==> src/rtl/gi_pkg.sv <==
package gi_pkg;

    localparam logic [1:0] MODE_PROG = 2'b00;
    localparam logic [1:0] MODE_DFLT = 2'b01;
    localparam logic [1:0] MODE_DIS  = 2'b10;

    typedef enum logic [1:0] {
        W_NONE,
        W_HIGH,
        W_LOW,
        W_BOTH
    } want_t;

    typedef enum logic [2:0] {
        ST_IDLE,
        ST_HIGH,
        ST_LOW,
        ST_DEAD,
        ST_BOTH
    } leg_st_t;

endpackage

==> src/rtl/gi_dt_select.sv <==
module gi_dt_select #(
    parameter int CW                = 10,
    parameter int DEFAULT_DT_CYCLES = 750
) (
    input  logic [1:0]    dt_mode,
    input  logic [CW-1:0] dt_count,
    input  logic          xcond_en,
    output logic [CW-1:0] dt_cycles,
    output logic          bypass_dt,
    output logic          lockout_on
);
    import gi_pkg::*;

    localparam logic [CW-1:0] DFLT_CNT = CW'(DEFAULT_DT_CYCLES);

    always_comb begin
        bypass_dt = (dt_mode == MODE_DIS);
        unique case (dt_mode)
            MODE_PROG: dt_cycles = dt_count;
            MODE_DIS:  dt_cycles = '0;
            default:   dt_cycles = DFLT_CNT;
        endcase
        lockout_on = !(bypass_dt && xcond_en);
    end

endmodule

==> src/rtl/gi_req_shaper.sv <==
module gi_req_shaper #(
    parameter int PHASES = 3
) (
    input  logic [PHASES-1:0] hi_req,
    input  logic [PHASES-1:0] lo_req,
    input  logic              pwm_hi,
    input  logic              lockout_on,
    output gi_pkg::want_t     want [PHASES]
);
    import gi_pkg::*;

    for (genvar p = 0; p < PHASES; p++) begin : g_leg
        logic eff_hi;
        logic eff_lo;

        always_comb begin
            // Chopping: a requested high side hands over to its low side.
            eff_hi = hi_req[p] && pwm_hi;
            eff_lo = lo_req[p] || (hi_req[p] && !pwm_hi);

            unique case ({eff_hi, eff_lo})
                2'b10:   want[p] = W_HIGH;
                2'b01:   want[p] = W_LOW;
                2'b11:   want[p] = lockout_on ? W_NONE : W_BOTH;
                default: want[p] = W_NONE;
            endcase
        end
    end

endmodule

==> src/rtl/gi_leg_fsm.sv <==
module gi_leg_fsm #(
    parameter int CW = 10
) (
    input  logic          clk,
    input  logic          rst_n,
    input  gi_pkg::want_t want,
    input  logic          bypass_dt,
    input  logic [CW-1:0] dt_cycles,
    output logic          gate_hi,
    output logic          gate_lo
);
    import gi_pkg::*;

    leg_st_t       state_q, state_d, tgt;
    logic [CW-1:0] cnt_q, cnt_d;

    // State register
    always_ff @(posedge clk) begin
        if (!rst_n) begin
            state_q <= ST_IDLE;
            cnt_q   <= '0;
        end else begin
            state_q <= state_d;
            cnt_q   <= cnt_d;
        end
    end

    // Next-state logic
    always_comb begin
        unique case (want)
            W_HIGH:  tgt = ST_HIGH;
            W_LOW:   tgt = ST_LOW;
            W_BOTH:  tgt = ST_BOTH;
            default: tgt = ST_IDLE;
        endcase

        state_d = state_q;
        cnt_d   = cnt_q;

        unique case (state_q)
            ST_IDLE: begin
                // turn-on
                state_d = tgt;
            end
            ST_HIGH, ST_LOW, ST_BOTH: begin
                if (tgt != state_q) begin
                    if (bypass_dt || dt_cycles == '0) begin
                        // direct-switch
                        state_d = tgt;
                    end else begin
                        // release
                        state_d = ST_DEAD;
                        cnt_d   = dt_cycles;
                    end
                end
            end
            ST_DEAD: begin
                if (bypass_dt || cnt_q <= CW'(1)) begin
                    // expiry
                    state_d = tgt;
                    cnt_d   = '0;
                end else begin
                    cnt_d = cnt_q - CW'(1);
                end
            end
            default: begin
                state_d = ST_IDLE;
                cnt_d   = '0;
            end
        endcase
    end

    // Output decode from the registered state
    always_comb begin
        gate_hi = 1'b0;
        gate_lo = 1'b0;
        unique case (state_q)
            ST_HIGH: gate_hi = 1'b1;
            ST_LOW:  gate_lo = 1'b1;
            ST_BOTH: begin
                gate_hi = 1'b1;
                gate_lo = 1'b1;
            end
            default: ;
        endcase
    end

endmodule

==> src/rtl/gate_interlock_3ph.sv <==
module gate_interlock_3ph #(
    parameter int PHASES            = 3,
    parameter int CW                = 10,
    parameter int DEFAULT_DT_CYCLES = 750
) (
    input  logic              clk,
    input  logic              rst_n,
    input  logic [PHASES-1:0] hi_req,
    input  logic [PHASES-1:0] lo_req,
    input  logic              pwm_hi,
    input  logic [1:0]        dt_mode,
    input  logic [CW-1:0]     dt_count,
    input  logic              xcond_en,
    output logic [PHASES-1:0] gate_hi,
    output logic [PHASES-1:0] gate_lo
);
    import gi_pkg::*;

    logic [CW-1:0] dt_cycles;
    logic          bypass_dt;
    logic          lockout_on;
    want_t         want [PHASES];

    gi_dt_select #(
        .CW               (CW),
        .DEFAULT_DT_CYCLES(DEFAULT_DT_CYCLES)
    ) u_dt_sel (
        .dt_mode   (dt_mode),
        .dt_count  (dt_count),
        .xcond_en  (xcond_en),
        .dt_cycles (dt_cycles),
        .bypass_dt (bypass_dt),
        .lockout_on(lockout_on)
    );

    gi_req_shaper #(
        .PHASES(PHASES)
    ) u_shaper (
        .hi_req    (hi_req),
        .lo_req    (lo_req),
        .pwm_hi    (pwm_hi),
        .lockout_on(lockout_on),
        .want      (want)
    );

    for (genvar p = 0; p < PHASES; p++) begin : g_leg
        gi_leg_fsm #(
            .CW(CW)
        ) u_fsm (
            .clk      (clk),
            .rst_n    (rst_n),
            .want     (want[p]),
            .bypass_dt(bypass_dt),
            .dt_cycles(dt_cycles),
            .gate_hi  (gate_hi[p]),
            .gate_lo  (gate_lo[p])
        );
    end

endmodule

==> config.mk <==
export PLATFORM = sky130hd
export DESIGN_NAME = gate_interlock_3ph
export DESIGN_NICKNAME = d
export VERILOG_FILES = /design/src/rtl/gi_pkg.sv /design/src/rtl/gi_dt_select.sv /design/src/rtl/gi_req_shaper.sv /design/src/rtl/gi_leg_fsm.sv /design/src/rtl/gate_interlock_3ph.sv
export SDC_FILE = /design/constraint.sdc
export NUM_CORES = 1
export LEC_CHECK = 0
export ABC_AREA = 0
export BUFFER_PORTS_ARGS = -buffer_cell sky130_fd_sc_hd__buf_2
export CAP_MARGIN = 25
export CORE_MARGIN = 8
export CORE_UTILIZATION = 50
export CTS_CLUSTER_SIZE = 40
export DETAILED_ROUTE_END_ITERATION = 16
export HOLD_SLACK_MARGIN = 0.15
export PLACE_DENSITY = 0.72
export RECOVER_POWER = 100
export SETUP_SLACK_MARGIN = 0.3
export SLEW_MARGIN = 20
export SYNTH_ARGS = -nofsm -noshare
export SYNTH_HDL_FRONTEND = slang
export SYNTH_SLANG_ARGS = --single-unit
==> constraint.sdc <==
create_clock -name clk -period 5.1 [get_ports clk]
set_clock_uncertainty 0.15 [all_clocks]
set_input_delay 0.255 -clock clk [delete_from_list [all_inputs] [get_ports clk]]
set_output_delay 0.255 -clock clk [all_outputs]
set_load 0.01 [all_outputs]
==> impl_metrics.ini <==
[min_path]
hold_class = in -> reg
holdPathStages = 4

[timing]
finalMaxSlewViolations = 0
fin_crit_sh = 0.611
tightest_slew_ns = 1.19
min_period_ns = 3.11
fmax_mhz = 321
relSlewSlack = 0.195
fin_hold_ws_ns = 0.241
grt_setup_unrepaired = no
finalSetupViolations = 0
final_hold_viol_count = 0
finalSetupTns_ns = 0
fin_ws_ns = 1.99

[cts]
ctsResizeCount = 0
clockBufferDepth = 2
clk-insertion-delay-late_ns = 0.30
post-cts-setup-buffers = 0
clock-root-buffer = clkbuf_8
htreeDepth = 2
ctsHoldBuffers = 4
cts.sinks = 39
cts_buffers = 5
cts_tree = yes
path_clk_slew_ns = 0.08

[power_and_ir_drop]
p_per_area_nw_per_um2 = 459
vdd_drop_max_mv = 0.253
p_total_mw = 1.54
p_leak_nw = 1.25

[setup_path]
crit_path_max_fanout = 10
path_class = in -> reg
start_kind = input pin
r2r_cells = 5
endpoint_kind = register
worstPathArrival_ns = 3.18
reg2reg_slack_ns = 2.09
cp.required_ns = 5.16

[place]
place_worst_setup_slack_ns = 2.15
dp_cells = 498
dp_hpwl_microns = 6360
placed_area_sq_um = 3290
gp_congestion = 0.935
io_buffers = 27

[layout]
nets = 460
post-route-cell-area_sq_um = 3360
seq_area_sq_um = 781
utilization = 0.538
syn_to_final_growth_pct = 5.47
diodes = 0
final_cells = 510
mostFrequentLayoutCell = dfxtp_1
post_route_cells_drive_above_1_share = 0.0993
multi_input_area_sq_um = 2150
mostFrequentLayoutCells = dfxtp_1 (39), nand2_1 (38), a21oi_1 (37), nor2_1 (37), o21ai_0 (23)
fill_cells = 632

[global_route]
grt_pass1_wl_microns = 14500
antenna_found_initial = 0
grt_start_max_net_pins = 25
grt.total_usage = 0.195
grt_pass1_vias = 2958
overflow = 0

[detailed_routing]
avgRoutedWirePerCell_microns = 17.2
ant_nets = 0
vias = 3376
drc = 0
wl_microns = 8780
drt_iter0_drc = 330
firstDrtPassIters = 5
vias_per_cell = 6.62

[flow_run]
maxCapViolations = 0

[floorplan]
ios = 28
die_area_sq_um = 9170
dieWidth_microns = 95.8
start_util = 0.510
core_area_sq_um = 6240
rows = 29
die_h_microns = 95.8

[logic_synthesis]
synth.top_cell.area_share = 0.245
synth_edf_count = 0
synth_cell_type_count = 60
syn_inst = 424
syn_nets = 452
ys_top_cells_by_area = dfxtp_1 (25%), a21oi_1 (5.8%), nand2_1 (4.5%)
ys_seq_elements = 39
yosys_warnings = 0
ys.flop_type = dfxtp_1
async_flop_share = 0
yosysTopAreaCell = dfxtp_1
synth.avg_cell_area_sq_um = 7.50
synth_area_sq_um = 3180
ys_seq_area_frac = 0.245

[status]
outcome = completed
-- flip-flops by register name, indices dropped and copies added, names as in the netlist --
name	flops
g_leg.u_fsm.cnt_q	30
g_leg.u_fsm.state_q	9
-- worst paths after layout --
check / start / to
setup / recovery: hi_req[1] / g_leg[1].u_fsm.cnt_q[0]
hold / removal: lo_req[0] / g_leg[0].u_fsm.state_q[2]
setup reg to reg: g_leg[1].u_fsm.state_q[2] / g_leg[1].u_fsm.cnt_q[0]
hold reg to reg: g_leg[1].u_fsm.cnt_q[7] / g_leg[1].u_fsm.cnt_q[7]
-- cell type report --
type / count / area share
Multi-Input combinational cell: 337 / 0.641
Sequential cell: 39 / 0.233
Timing Repair Buffer: 37 / 0.0604
Tap cell: 77 / 0.0287
Clock buffer: 7 / 0.0227
Inverter: 12 / 0.0134
Clock inverter: 1 / 0.00149
-- power breakdown --
group	internal (mW)	switching [mW]	leakage (nW)	total [mW]
Clock	0.0962	0.113	0.0422	0.209
Sequential	0.378	0.123	0.319	0.501
Combinational	0.351	0.481	0.890	0.832
Total	0.825	0.717	1.25	1.54
-- Yosys cell counts, types with 4 or more instances --
master / number
a211oi_1: 11
a211oi_2: 7
a21oi_1: 37
a31o_2: 4
a41oi_1: 5
buf_4: 6
clkbuf_1: 26
dfxtp_1: 39
ha_1: 6
inv_1: 12
mux2i_1: 10
nand2_1: 38
nand2b_1: 7
nand3_1: 6
nor2_1: 37
nor2b_1: 7
nor3_1: 20
nor4_1: 7
o21ai_0: 23
o22ai_1: 6
o311a_1: 4
o31ai_1: 6
o32ai_1: 12
or2_2: 4
or3_1: 11
or4_1: 10
xnor2_1: 8
xor2_1: 4
-- cell families after synthesis --
kind of cell    share of synthesized area
simple gates                        0.266
buf+inv                            0.0668
fa+ha+maj                          0.0267
mux                                0.0315
compound gates                      0.331
xor+xnor                           0.0330
flops                               0.245
-- critical path: stages --
cell           delay, ns
dlygate4sd3_1       0.53
clkbuf_1            0.14
nor2b_1             0.15
o21a_1              0.18
o311ai_0            0.79
nand3_1             0.78
mux2i_1             0.35
-- layer usage --
layer / vias up / part of all wire / track usage
met5: - / 0 / 0
met2: 138 / 0.44 / 0.295
met3: 22 / 0.063 / 0.0335
li1: 1636 / - / -
met1: 1580 / 0.47 / 0.270
met4: 0 / 0.028 / 0.0755
Note: power is estimated with default switching activity, not from simulation.
